$ cat src/rtl/ocs_pkg.sv
package ocs_pkg;
  typedef enum logic [1:0] {
    ST_IDLE   = 2'd0,
    ST_SETTLE = 2'd1,
    ST_NULL   = 2'd2
  } ocs_state_e;
endpackage

$ cat src/rtl/ocs_trigger.sv
module ocs_trigger (
  input  logic clk_i,
  input  logic rst_ni,
  input  logic en_i,
  input  logic req_i,
  output logic trig_o
);
  logic req_q;

  always_ff @(posedge clk_i or negedge rst_ni) begin
    if (!rst_ni) req_q <= 1'b0;
    else         req_q <= req_i;
  end

  assign trig_o = req_i & ~req_q & en_i;
endmodule

$ cat src/rtl/ocs_timer.sv
module ocs_timer #(
  parameter int unsigned CNT_W = 8
) (
  input  logic             clk_i,
  input  logic             rst_ni,
  input  logic             load_i,
  input  logic [CNT_W-1:0] load_val_i,
  output logic             expired_o
);
  logic [CNT_W-1:0] cnt_q;
  logic [CNT_W-1:0] last_load_q;

  always_ff @(posedge clk_i or negedge rst_ni) begin
    if (!rst_ni) begin
      cnt_q       <= '0;
      last_load_q <= '0;
    end else if (load_i) begin
      cnt_q       <= load_val_i;
      last_load_q <= load_val_i;
    end else if (cnt_q != '0) begin
      cnt_q <= cnt_q - 1'b1;
    end
  end

  assign expired_o = (cnt_q == '0);

  // count never climbs above the window it was loaded with
  p_cnt_bound_r3: assert property (@(posedge clk_i) disable iff (!rst_ni)
    cnt_q <= last_load_q);
endmodule

$ cat src/rtl/ocs_sar.sv
module ocs_sar #(
  parameter int unsigned TRIM_W = 6,
  localparam int unsigned IDX_W = (TRIM_W > 1) ? $clog2(TRIM_W) : 1
) (
  input  logic              clk_i,
  input  logic              rst_ni,
  input  logic              clr_i,
  input  logic              start_i,
  input  logic              step_i,
  input  logic              keep_i,
  output logic [TRIM_W-1:0] trim_o,
  output logic              last_o
);
  localparam logic [TRIM_W-1:0] MID = TRIM_W'(1) << (TRIM_W - 1);

  logic [TRIM_W-1:0] trim_q;
  logic [IDX_W-1:0]  idx_q;

  always_ff @(posedge clk_i or negedge rst_ni) begin
    if (!rst_ni) begin
      trim_q <= MID;
      idx_q  <= IDX_W'(TRIM_W - 1);
    end else if (clr_i) begin
      trim_q <= MID;
      idx_q  <= IDX_W'(TRIM_W - 1);
    end else if (start_i) begin
      trim_q <= MID;
      idx_q  <= IDX_W'(TRIM_W - 1);
    end else if (step_i) begin
      for (int b = 0; b < TRIM_W; b++) begin
        if (b == int'(idx_q) && !keep_i)       trim_q[b] <= 1'b0;
        if (b + 1 == int'(idx_q))              trim_q[b] <= 1'b1;
      end
      if (idx_q != '0) idx_q <= idx_q - 1'b1;
    end
  end

  assign trim_o = trim_q;
  assign last_o = (idx_q == '0);

  // bits below the trial position are still undecided and must be zero
  p_low_bits_clear_r5: assert property (@(posedge clk_i) disable iff (!rst_ni)
    step_i |-> ((trim_q & ((TRIM_W'(1) << idx_q) - 1'b1)) == '0));
endmodule

$ cat src/rtl/offset_cal_seq.sv
module offset_cal_seq
  import ocs_pkg::*;
#(
  parameter int unsigned TRIM_W     = 6,
  parameter int unsigned SETTLE_CYC = 100,
  parameter int unsigned STEP_CYC   = 83,
  localparam int unsigned MAX_CYC   = (SETTLE_CYC > STEP_CYC) ? SETTLE_CYC : STEP_CYC,
  localparam int unsigned CNT_W     = $clog2(MAX_CYC + 1)
) (
  input  logic              clk_i,
  input  logic              rst_ni,
  input  logic              cal_req_i,
  input  logic              chip_en_i,
  input  logic              cmp_i,
  output logic [TRIM_W-1:0] trim_o,
  output logic              short_o,
  output logic              busy_o
);
  localparam logic [TRIM_W-1:0] MID = TRIM_W'(1) << (TRIM_W - 1);
  localparam logic [CNT_W-1:0] SETTLE_LD = CNT_W'(SETTLE_CYC - 1);
  localparam logic [CNT_W-1:0] STEP_LD   = CNT_W'(STEP_CYC - 1);

  ocs_state_e       state_q, state_d;
  logic             trig, expired, last;
  logic             tmr_load, sar_start, sar_step;
  logic [CNT_W-1:0] tmr_val;

  ocs_trigger u_trig (
    .clk_i  (clk_i),
    .rst_ni (rst_ni),
    .en_i   (chip_en_i),
    .req_i  (cal_req_i),
    .trig_o (trig)
  );

  ocs_timer #(.CNT_W(CNT_W)) u_tmr (
    .clk_i      (clk_i),
    .rst_ni     (rst_ni),
    .load_i     (tmr_load),
    .load_val_i (tmr_val),
    .expired_o  (expired)
  );

  ocs_sar #(.TRIM_W(TRIM_W)) u_sar (
    .clk_i   (clk_i),
    .rst_ni  (rst_ni),
    .clr_i   (~chip_en_i),
    .start_i (sar_start),
    .step_i  (sar_step),
    .keep_i  (cmp_i),
    .trim_o  (trim_o),
    .last_o  (last)
  );

  always_comb begin
    state_d   = state_q;
    tmr_load  = 1'b0;
    tmr_val   = STEP_LD;
    sar_start = 1'b0;
    sar_step  = 1'b0;
    if (!chip_en_i) begin
      state_d = ST_IDLE;
    end else if (trig) begin
      // any request edge, even mid-cycle, restarts from the settle wait
      state_d  = ST_SETTLE;
      tmr_load = 1'b1;
      tmr_val  = SETTLE_LD;
    end else begin
      unique case (state_q)
        ST_SETTLE: if (expired) begin
          state_d   = ST_NULL;
          tmr_load  = 1'b1;
          sar_start = 1'b1;
        end
        ST_NULL: if (expired) begin
          sar_step = 1'b1;
          if (last) state_d  = ST_IDLE;
          else      tmr_load = 1'b1;
        end
        default: ;
      endcase
    end
  end

  always_ff @(posedge clk_i or negedge rst_ni) begin
    if (!rst_ni) state_q <= ST_IDLE;
    else         state_q <= state_d;
  end

  assign busy_o  = (state_q != ST_IDLE);
  assign short_o = (state_q == ST_NULL);

  p_short_in_busy_r4: assert property (@(posedge clk_i) disable iff (!rst_ni)
    short_o |-> busy_o);

  p_trig_starts_r2: assert property (@(posedge clk_i) disable iff (!rst_ni)
    trig |=> (busy_o && !short_o));

  p_disable_idle_r8: assert property (@(posedge clk_i) disable iff (!rst_ni)
    !chip_en_i |=> (!busy_o && trim_o == MID));

  p_trim_hold_r6: assert property (@(posedge clk_i) disable iff (!rst_ni)
    (!busy_o && $past(!busy_o) && chip_en_i && $past(chip_en_i)) |-> $stable(trim_o));
endmodule

$ cat config.mk
export PLATFORM = sky130hd
export DESIGN_NAME = offset_cal_seq
export DESIGN_NICKNAME = d
export VERILOG_FILES = /design/src/rtl/ocs_pkg.sv /design/src/rtl/ocs_trigger.sv /design/src/rtl/ocs_timer.sv /design/src/rtl/ocs_sar.sv /design/src/rtl/offset_cal_seq.sv
export SDC_FILE = /design/constraint.sdc
export NUM_CORES = 1
export LEC_CHECK = 0
export BUFFER_PORTS_ARGS = -buffer_cell sky130_fd_sc_hd__buf_2
export CAP_MARGIN = 20
export CORE_MARGIN = 3
export CORE_UTILIZATION = 30
export DETAILED_ROUTE_END_ITERATION = 8
export GPL_ROUTABILITY_DRIVEN = 1
export PLACE_DENSITY = 0.43
export SLEW_MARGIN = 10
export SYNTH_ARGS = -nofsm -noshare
export SYNTH_HDL_FRONTEND = slang
export SYNTH_SLANG_ARGS = --single-unit
$ cat constraint.sdc
create_clock -name clk_i -period 2.3 [get_ports clk_i]
set_input_delay 0.23 -clock clk_i [delete_from_list [all_inputs] [get_ports clk_i]]
set_output_delay 0.23 -clock clk_i [all_outputs]
set_load 0.01 [all_outputs]
=== After elaboration in Yosys (flattened, before gate mapping) ===
Cells that the tools add are included.

* Bitwise gates (word level): 3
* $add $sub $neg: 2
* Equality and inequality tests: 20
* Reductions and logical operators: 22
* Mux-type cells: 41

{| class="wikitable"
|+ Operators with widths
! operator !! count
|-
| $mux W6 || 5
|-
| $ne A4 B1 Y1 const B || 7
|-
| $mux W1 || 23
|-
| $mux W7 || 2
|-
| $reduce_and A2 Y1 || 7
|-
| $eq A3 B3 Y1 const A || 4
|-
| $mux W3 || 4
|-
| $mux W2 || 5
|-
| $ne A4 B2 Y1 const B || 2
|-
| $logic_not A7 Y1 || 1
|-
| $reduce_bool A7 Y1 || 1
|-
| $sub A7 B1 Y7 const B || 1
|-
| $eq A2 B3 Y1 const A || 2
|-
| $logic_and A1 B1 Y1 || 6
|-
| $logic_not A3 Y1 || 2
|-
| $ne A3 B1 Y1 const B || 2
|-
| $ne A4 B4 Y1 const B || 1
|-
| $pmux W2 S2 || 1
|-
| $reduce_and A4 Y1 || 1
|-
| $reduce_bool A2 Y1 || 2
|-
| $reduce_bool A3 Y1 || 1
|-
| $sub A3 B1 Y3 const B || 1
|-
| $and A1 B1 Y1 || 2
|-
| $eq A2 B1 Y1 const B || 1
|-
| other kinds (4) || 4
|}

* Flip-flop bits (word level): 19
* Bits of input ports: 5
* Output and inout port bits: 8
* Word-level logic and storage cells: 98

=== Logic depth before layout (Yosys ltp) ===
Gate-level depths: netlist of run 1.

* Word-level depth: 8
* Mapped depth: 7
* Mapped depth without buffers: 6

=== Modules after synthesis ===
A second synthesis of run 1 with hierarchy kept.

* Cells, all modules: 122
* Area, all modules: 1239.9 sq um

{| class="wikitable"
|+ Modules (own cells, without submodules)
! module !! sequential area each (sq um) !! times used !! cells an instance !! area an instance (sq um)
|-
| ocs_sar || 229.0 || 1 || 49 || 539.3
|-
| ocs_timer || 175.2 || 1 || 43 || 434.2
|-
| offset_cal_seq || 50.0 || 1 || 28 || 232.7
|-
| ocs_trigger || 25.0 || 1 || 2 || 33.8
|}

=== Least setup slack after synthesis of run 1 ===
Ideal clock, no wire load.

* Kind: reg2reg
* Start: register u_tmr.cnt_q[0]
* End: register u_sar.trim_q[4], in the netlist u_sar.trim_o[4]
* Buffers on the path: 0
* Setup time: 0.134 ns
* Path slack: 0.253 ns
* Clock period less this slack: 2.047 ns
* Required time: 2.166 ns
* Arrival time: 1.913 ns
* Stages on the path, launching flop included: 7
* Path through: dfrtp_1 > inv_1 > ha_1 > or4b_4 > or4_4 > nor4_2 > nor3_1

* Longest elaborated chain between the ends: 7
* Elaborated cells between the ends (all ways): 13
* Classes of those cells: eq/ne: 2; mux: 9; reduce/logical: 2

{| class="wikitable"
|+ Ends and longest elaborated chain
! element !! line !! text
|-
| start: declaration || ocs_timer.sv:10 || <nowiki>logic [CNT_W-1:0] cnt_q;</nowiki>
|-
| start signal: assignment || ocs_timer.sv:18 || <nowiki>cnt_q <= load_val_i;</nowiki>
|-
| start signal: assignment || ocs_timer.sv:21 || <nowiki>cnt_q <= cnt_q - 1'b1;</nowiki>
|-
| $logic_not A7 Y1 * || ocs_timer.sv:25 || <nowiki>assign expired_o = (cnt_q == '0);</nowiki>
|-
| $mux W1 * || offset_cal_seq.sv:70, offset_cal_seq.sv:75 ||
|-
| $mux W1 || offset_cal_seq.sv:69 || <nowiki>unique case (state_q)</nowiki>
|-
| $mux W1 || offset_cal_seq.sv:63 || <nowiki>end else if (trig) begin</nowiki>
|-
| $mux W1 || offset_cal_seq.sv:61 || <nowiki>if (!chip_en_i) begin</nowiki>
|-
| $ne A4 B1 Y1 (no line) (tied with other cells) || n/a ||
|-
| $reduce_and A2 Y1 (no line) or $mux W6 (tied branches) || n/a ||
|-
| end: declaration || ocs_sar.sv:16 || <nowiki>logic [TRIM_W-1:0] trim_q;</nowiki>
|}

Mark *: on every way between the ends. The rest lies on a longest branch, timed or not.
A chain may end at the register's enable or synchronous reset.

=== Worst setup path in the final report of run 1 ===
Same ends and word-level chain as after synthesis.

==> metrics.cfg, run 1 <==
[global_routing]
grt_pass1_wl_mm=4.75
grt_usage=0.137
antenna_found_initial=0
grt_max_degree=20
grt_pass1_vias=953
gr-total-overflow=0

[timing]
setup_ws_ns=0.118
hold_viol=0
maxSlewViolCount=0
min_period_over_period=0.949
worst_hold_slack_ns=0.109
tightest_slew_ns=0.634
finalSetupViolations=0
relSlewSlack=0.571
timing.final.crit_period_ns=2.18
setup_tns_ns=0
fmax_ghz=0.458
rsz0062_at_grt=no
fin_skew_ns=0.00625

[routing]
drt_first_iter_violations=56
ant_nets=0
vias=982
wl_mm=2.85
dr.pass1.iters=4
drc_errors=0
via_per_inst=5.20
wl_per_cell_um=15.1

[worst_setup_path]
startpoint_type=flip-flop
crit_type=reg -> reg
crit_required_ns=2.43
crit_path_end_kind=flip-flop
worstPathArrival_ns=2.31
path_max_fanout=4

[cts]
clock_path_buffers=2
cts_made_buffers=3
cts_tree=done
clk_latency_ns=0.25
cts_max_level=1
clock-sinks=19
cts_root_buffer=clkbuf_8
clk_pin_slew_ns=0.07

[floorplanning]
start_util=0.318
die_x_um=68.7
die_h_um=68.7
core.rowCount=22
ios=13
core_area_um2=3720
die_area_um2=4720

[synthesis]
yosysWarnings=0
synth_seq_area_share=0.406
synthDistinctLibCells=42
syn_inst=125
synthFlopType=dfrtp_1
yosys_register_bits=19
yosysTopAreaCell=dfrtp_1
synthArstFlopShare=1.00
synth_edf_count=0
synth_fp_nets=139
synthTopCellsByArea=dfrtp_1, ha_1, dfstp_2
yosys.area.top_type_share=0.339
synth_area_um2=1180
syn_avg_cell_area_um2=9.44

[placed_design]
place_inst=184
dp_hpwl_mm=2.15
placement.io_buffers=12
dpl_cell_area_um2=1300
post-place-ws_ns=0.107
finalWeightedCongestion=0.763

[cells_and_area]
utilization=0.366
fin_nets=156
diodes=0
fillers=397
fin_cells=189
syn2layout_area_growth_pct=15.2
final_area_um2=1360
drive_above_1_share=0.191

[min_path]
hp-class=in -> reg

[power]
powerDensity_nw_per_um2=668
power_leakage_nw=0.558
peakVddDrop_mv=0.465
total_power_uw=908

[outcome]
status=completed

[job]
drv_cap=0

cell families (layout without fill, tap and decap cells):
kind of cell,count (synthesis),in the layout,share of synthesized area
buf+inv,14,30,0.0445
fa+ha+maj,9,9,0.0954
compound gates,32,32,0.178
xor+xnor,2,2,0.0148
simple gates,48,48,0.252
mux,1,1,0.00848
flops,19,19,0.406
final timing paths:
path,depth (start not counted),slack (ns),end,start
max in group asynchronous,2,1.52,u_sar.trim_o[5],rst_ni
min reg2reg,2,0.50,u_sar.trim_o[5],u_sar.trim_o[5]
max,6,0.12,u_sar.trim_o[4],u_tmr.cnt_q[0]
max reg2reg,6,0.12,u_sar.trim_o[4],u_tmr.cnt_q[0]
min,1,0.11,u_trig.req_q,cal_req_i
min in group asynchronous,2,0.45,u_sar.trim_o[3],rst_ni
metal layers:
layer	up-vias	GRT usage	wire (µm)
met5	-	0	0
met4	0	0.0219	19
met3	2	0.0389	93
met2	14	0.217	1380
met1	473	0.188	1350
li1	493	-	-
critical path, cell delays in order (launching register included):
cell and delay [ns]:
dfrtp_1 0.41, inv_1 0.07, ha_1 0.20, or4b_4 0.50
or4_4 0.57, nor4_2 0.23, nor3_1 0.09
cell usage after synthesis, types with 2 or more instances:
master,instances
a211oi_1,2
a21oi_1,9
clkbuf_1,3
dfrtp_1,16
dfstp_2,3
ha_1,9
inv_1,11
nand2_1,7
nand2b_1,3
nand3_1,6
nand4_1,2
nor2_1,7
nor3_1,6
nor3b_1,3
o211ai_1,2
o21ai_0,8
o31ai_1,2
or3_1,2
where the power goes:
group / internal, mW / total, mW / switching [mW]
combinational: 0.108 / 0.218 / 0.110
clock: 0.123 / 0.233 / 0.110
sequential: 0.389 / 0.457 / 0.0676
registers in the layout (all words and copies together), names as in the netlist:
register      cells
state_q           2
u_sar.idx_q       3
u_sar.trim_o      6
u_tmr.cnt_q       7
u_trig.req_q      1
layout by cell type (no fill, tap or decap), types with 6 or more instances in the layout:
| master | count |
|---|---|
| inv_1 | 11 |
| a21oi_1 | 9 |
| dfrtp_1 | 16 |
| nand3_1 | 6 |
| nand2_1 | 7 |
| nor3_1 | 6 |
| buf_2 | 12 |
| o21ai_0 | 7 |
| nor2_1 | 7 |
| ha_1 | 9 |
what timing repair did:
action | 4_1_cts | 5_1_grt
gates resized for setup | 0 | 1
hold endpoints to repair | 16 | 0
buffers inserted | 0 | 0
endpoints found under the setup margin | 0 | 1
hold buffers | 1 | 0
cell type report:
class                      instances  area [µm²]  area share
timing repair buffer              15        85.1      0.0626
multi-input combinational         92         648       0.477
tap                               48        60.1      0.0442
clock buffer                       4        45.0      0.0331
sequential                        19         479       0.353
inverter                          11        41.3      0.0304
(Power assumes the default switching activity.)
==> run 2, diff against run 1 <==
--- a/config.mk
+++ b/config.mk
@@ -9,6 +9,7 @@
 export CAP_MARGIN = 20
 export CORE_MARGIN = 3
 export CORE_UTILIZATION = 30
+export CTS_BUF_LIST = sky130_fd_sc_hd__clkbuf_8
 export DETAILED_ROUTE_END_ITERATION = 8
 export GPL_ROUTABILITY_DRIVEN = 1
 export PLACE_DENSITY = 0.43
==> metrics.cfg, run 2 (same netlist as run 1, synthesis figures left out) <==
[outcome]
status=completed  ; unchanged

[worst_setup_path]
cp_num_buf_inv=1  ; unchanged
cpPeakStageDelay_ns=0.57  ; about the same
path_delay_family=simple AND/OR/NAND/NOR gates  ; unchanged
crit_path_end_kind=flip-flop  ; unchanged
path_cells=inv_1, ha_1, or4b_4, or4_4, nor4_2, nor3_1  ; unchanged
worstPathArrival_ns=2.31  ; about the same
path_max_fanout=4  ; unchanged
crit_required_ns=2.44  ; was 2.43 ns
crit_type=reg -> reg  ; unchanged
crit_slowest_cell=or4_4  ; unchanged
startpoint_type=flip-flop  ; unchanged

[timing]
min_period_over_period=0.947  ; was 0.949
fmax_ghz=0.459  ; was 0.458 GHz
worst_hold_slack_ns=0.109  ; unchanged
maxSlewViolCount=0  ; unchanged
setup_tns_ns=0  ; unchanged
fin_skew_ns=0.00847  ; was 0.00625 ns
timing.final.crit_period_ns=2.18  ; about the same
relSlewSlack=0.567  ; was 0.571
tightest_slew_ns=0.641  ; was 0.634 ns
rsz0062_at_grt=no  ; unchanged
setup_ws_ns=0.121  ; was 0.118 ns
hold_viol=0  ; unchanged
finalSetupViolations=0  ; unchanged

[power]
switching_share=0.321  ; was 0.317
intPower_uw=616  ; was 620 µW
powerDensity_nw_per_um2=667  ; was 668 nW/µm²
total_power_uw=906  ; was 908 µW
seqPwrFrac=0.504  ; was 0.503
peakVddDrop_mv=0.466  ; was 0.465 mV
power_leakage_nw=0.562  ; was 0.558 nW
p_comb_frac=0.241  ; was 0.240
p_clk_frac=0.255  ; was 0.257
p_switching_uw=291  ; was 288 µW

[min_path]
hp-class=in -> reg  ; unchanged

[floorplanning]
start_util=0.318  ; unchanged
ios=13  ; unchanged
core_area_um2=3720  ; unchanged
die_area_um2=4720  ; unchanged
die_h_um=68.7  ; unchanged
core.rowCount=22  ; unchanged
die_x_um=68.7  ; unchanged

[global_routing]
antenna_found_initial=0  ; unchanged
grt_pass1_wl_mm=4.75  ; unchanged
grt_max_degree=20  ; unchanged
grt_pass1_vias=953  ; unchanged
grt_usage=0.137  ; unchanged
gr-total-overflow=0  ; unchanged

[cts]
clock-sinks=19  ; unchanged
clock_path_buffers=2  ; unchanged
cts_root_buffer=clkbuf_8  ; unchanged
clk_latency_ns=0.26  ; was 0.25 ns
clk_pin_slew_ns=0.08  ; was 0.07 ns
cts_tree=done  ; unchanged
cts_made_buffers=3  ; unchanged
cts_max_level=1  ; unchanged

[cells_and_area]
final_common_cell=dfrtp_1  ; unchanged
syn2layout_area_growth_pct=15.2  ; unchanged
fillers=397  ; unchanged
diodes=0  ; unchanged
layout_common_cells=dfrtp_1, inv_1, buf_2  ; was dfrtp_1, buf_2, inv_1
fin_nets=156  ; unchanged
fin_cells=189  ; unchanged
largest_reg_flops=7  ; unchanged
drive_above_1_share=0.191  ; unchanged
top_register=u_tmr.cnt_q  ; unchanged

[placed_design]
dp_hpwl_mm=2.15  ; unchanged
place_inst=184  ; unchanged
placement.io_buffers=12  ; unchanged
finalWeightedCongestion=0.763  ; unchanged
post-place-ws_ns=0.107  ; unchanged

[routing]
wl_per_cell_um=15.1  ; about the same
ant_nets=0  ; unchanged
drt_first_iter_violations=54  ; was 56
wl_mm=2.85  ; about the same
dr.pass1.iters=4  ; unchanged
via_per_inst=5.23  ; was 5.20
drc_errors=0  ; unchanged
vias=988  ; was 982

[job]
drv_cap=0  ; unchanged

-- run 2: stage by stage --
| step | instance area [µm²] | utilization |
|---|---|---|
| 6_report | 1360 | 0.366 |
| 5_1_grt | 1360 | 0.366 |
| 4_1_cts | 1360 | 0.366 |
| 3_5_place_dp | 1300 | 0.351 |
| 3_3_place_gp | 1300 | 0.351 |
| 2_1_floorplan | 1180 | - |
-- run 2: repair_timing --
item,4_1_cts,5_1_grt
setup buffers,0,0
resized for setup,0,1
hold buffers,1,0
endpoints found under the setup margin,0,1
hold endpoints to repair,16,0
-- run 2: final cells by class --
| type | instances | area (µm²) | area share |
|---|---|---|---|
| Multi-Input combinational cell | 92 | 648 | 0.477 |
| Sequential cell | 19 | 479 | 0.353 |
| Timing Repair Buffer | 15 | 85.1 | 0.0626 |
| Tap cell | 48 | 60.1 | 0.0442 |
| Clock buffer | 3 | 41.3 | 0.0304 |
| Inverter | 11 | 41.3 | 0.0304 |
| Clock inverter | 1 | 3.75 | 0.00276 |
-- run 2: layer usage --
layer	GRT usage	vias to the layer above	part of all wire
met3	0.0389	2	0.033
met4	0.0219	0	0.0067
met2	0.217	16	0.48
met5	0	-	0
li1	-	495	-
met1	0.188	475	0.48
-- run 2: final timing paths --
check | from | endpoint | slack (ns) | cells after the start
worst min-delay path | cal_req_i | u_trig.req_q | 0.11 | 1
worst max register to register | u_tmr.cnt_q[0] | u_sar.trim_o[4] | 0.12 | 6
min in group asynchronous | rst_ni | u_sar.trim_o[4] | 0.45 | 2
max in group asynchronous | rst_ni | u_sar.trim_o[5] | 1.52 | 2
worst max-delay path | u_tmr.cnt_q[0] | u_sar.trim_o[4] | 0.12 | 6
worst min register to register | u_sar.trim_o[5] | u_sar.trim_o[5] | 0.50 | 2
-- run 2: power by group through the flow --
stage	combinational [mW]	sequential (mW)	clock [mW]
6_report	0.218	0.457	0.231
2_1_floorplan	0.173	0.447	0
4_1_cts	0.221	0.454	0.241
3_3_place_gp	0.217	0.460	0
3_5_place_dp	0.219	0.460	0
5_1_grt	0.254	0.467	0.259
==> run 3, diff against run 2 <==
--- a/config.mk
+++ b/config.mk
@@ -8,11 +8,11 @@
 export BUFFER_PORTS_ARGS = -buffer_cell sky130_fd_sc_hd__buf_2
 export CAP_MARGIN = 20
 export CORE_MARGIN = 3
-export CORE_UTILIZATION = 30
+export CORE_UTILIZATION = 55
 export CTS_BUF_LIST = sky130_fd_sc_hd__clkbuf_8
 export DETAILED_ROUTE_END_ITERATION = 8
 export GPL_ROUTABILITY_DRIVEN = 1
-export PLACE_DENSITY = 0.43
+export PLACE_DENSITY = 0.73
 export SLEW_MARGIN = 10
 export SYNTH_ARGS = -nofsm -noshare
 export SYNTH_HDL_FRONTEND = slang
==> metrics.cfg, run 3 (same netlist as run 1, synthesis figures left out) <==
[worst_setup_path]
crit_slowest_cell=or4_4  ; unchanged
path_cells=inv_1, ha_1, or4b_4, or4_4, nor4_4, nor3_1  ; was inv_1, ha_1, or4b_4, or4_4, nor4_2, nor3_1
worstPathArrival_ns=2.33  ; was 2.31 ns
rr_startpoint=u_tmr.cnt_q[0]  ; unchanged
crit_path_end_kind=flip-flop  ; unchanged
startpoint_type=flip-flop  ; unchanged
cp_num_buf_inv=1  ; unchanged
path_depth=6  ; unchanged
crit_required_ns=2.43  ; was 2.44 ns
r2r_cells=6  ; unchanged
path_max_fanout=4  ; unchanged
crit_type=reg -> reg  ; unchanged
cp-startpoint=u_tmr.cnt_q[0]  ; unchanged
cpPeakStageDelay_ns=0.57  ; about the same
path_delay_family=simple AND/OR/NAND/NOR gates  ; unchanged

[floorplanning]
ios=13  ; unchanged
core_area_um2=2000  ; was 3720 µm²
start_util=0.589  ; was 0.318
core.rowCount=16  ; was 22
die_area_um2=2740  ; was 4720 µm²
die_x_um=52.3  ; was 68.7 µm
die_h_um=52.3  ; was 68.7 µm

[routing]
drt_first_iter_violations=41  ; was 54
drc_errors=0  ; unchanged
wl_per_cell_um=14.8  ; was 15.1 µm
via_per_inst=5.88  ; was 5.23
vias=999  ; was 988
wl_mm=2.52  ; was 2.85 mm
ant_nets=0  ; unchanged
dr.pass1.iters=4  ; unchanged

[cells_and_area]
syn2layout_area_growth_pct=15.1  ; was 15.2%
final_common_cell=dfrtp_1  ; unchanged
largest_reg_flops=7  ; unchanged
diodes=0  ; unchanged
layout_common_cells=dfrtp_1, buf_2, inv_1  ; was dfrtp_1, inv_1, buf_2
top_register=u_tmr.cnt_q  ; unchanged
fin_nets=158  ; was 156
drive_above_1_share=0.210  ; was 0.191
final_area_um2=1360  ; about the same
fillers=171  ; was 397

[min_path]
min-delay-start=cal_req_i  ; unchanged
hp-class=in -> reg  ; unchanged
whs_path_depth=1  ; unchanged

[timing]
timing.final.crit_period_ns=2.21  ; was 2.18 ns
relSlewSlack=0.598  ; was 0.567
fin_skew_ns=0.00414  ; was 0.00847 ns
finalSetupViolations=0  ; unchanged
tightest_slew_ns=0.595  ; was 0.641 ns
fmax_ghz=0.453  ; was 0.459 GHz
min_period_over_period=0.959  ; was 0.947
setup_tns_ns=0  ; unchanged
rsz0062_at_grt=no  ; unchanged
hold_viol=0  ; unchanged
maxSlewViolCount=0  ; unchanged
setup_ws_ns=0.0941  ; was 0.121 ns

[power]
powerDensity_nw_per_um2=686  ; was 667 nW/µm²
switching_share=0.327  ; was 0.321
seqPwrFrac=0.490  ; was 0.504
peakVddDrop_mv=0.524  ; was 0.466 mV
intPower_uw=627  ; was 616 µW
p_clk_frac=0.260  ; was 0.255
p_switching_uw=305  ; was 291 µW
power_leakage_nw=0.588  ; was 0.562 nW
p_comb_frac=0.250  ; was 0.241

[global_routing]
gr-usage-met2=0.316  ; was 0.217
grt_max_degree=20  ; unchanged
grt_usage=0.217  ; was 0.137
use_met1=0.309  ; was 0.188
grt_pass1_vias=934  ; was 953
antenna_found_initial=0  ; unchanged
grt_pass1_wl_mm=4.35  ; was 4.75 mm
grtUsageMet3=0.0513  ; was 0.0389
grt.busiest_layer=met2  ; unchanged
gr-total-overflow=0  ; unchanged

[placed_design]
dpl_cell_area_um2=1290  ; was 1300 µm²
finalWeightedCongestion=0.851  ; was 0.763
dp_hpwl_mm=1.90  ; was 2.15 mm
placement.io_buffers=12  ; unchanged
post-place-ws_ns=0.110  ; was 0.107 ns

[cts]
cts_made_buffers=3  ; unchanged
cts_tree=done  ; unchanged
cts_root_buffer=clkbuf_8  ; unchanged
cts_max_level=1  ; unchanged
clock_path_buffers=2  ; unchanged
clock-sinks=19  ; unchanged
clk_latency_ns=0.26  ; about the same
clk_pin_slew_ns=0.08  ; about the same

[outcome]
status=completed  ; unchanged

[job]
drv_cap=0  ; unchanged

run 3: cell type report:
class                           count  area (µm²)  share of cell area
Tap cell                           27        33.8              0.0249
Inverter                           11        41.3              0.0304
Multi-Input combinational cell     92         657               0.484
Clock inverter                      1        5.00             0.00369
Timing Repair Buffer               17         100              0.0737
Sequential cell                    19         479               0.353
Clock buffer                        3        41.3              0.0304
run 3: timing repair:
action                     4_1_cts  5_1_grt
hold endpoints to repair        16        0
setup buffers                    0        0
hold buffers                     1        0
gates resized for setup          0        1
setup endpoints to repair        0        1
run 3: worst paths after layout:
check | to | slack, ns
worst max-delay path | u_sar.trim_o[4] | 0.09
worst min-delay path | u_trig.req_q | 0.09
worst max register to register | u_sar.trim_o[4] | 0.09
worst min register to register | u_sar.trim_o[5] | 0.52
max in group asynchronous | u_sar.trim_o[5] | 1.54
min in group asynchronous | u_sar.trim_o[3] | 0.43
run 3: power by group through the flow:
stage / Combinational [mW] / Sequential [mW] / Clock, mW
floorplan: 0.173 / 0.447 / 0
global placement: 0.219 / 0.458 / 0
detailed placement: 0.231 / 0.462 / 0
CTS: 0.234 / 0.455 / 0.246
global route: 0.262 / 0.466 / 0.263
finish: 0.233 / 0.456 / 0.242
run 3: layer usage:
layer / vias to the layer above / share of wire / wire length (µm)
li1: 497 / - / -
met5: - / 0 / 0
met4: 0 / 0.012 / 29
met2: 24 / 0.43 / 1070
met3: 3 / 0.042 / 107
met1: 475 / 0.52 / 1310
run 3: stage by stage:
stage | power [mW] | std cells | hold WS, ns | util
floorplan | 0.620 | 125 | -0.0656 | -
global placement | 0.677 | 165 | 0.184 | 0.646
detailed placement | 0.693 | 165 | 0.192 | 0.646
CTS | 0.936 | 170 | 0.0888 | 0.674
global route | 0.991 | 170 | 0.0840 | 0.678
finish | 0.932 | 170 | 0.0910 | 0.678
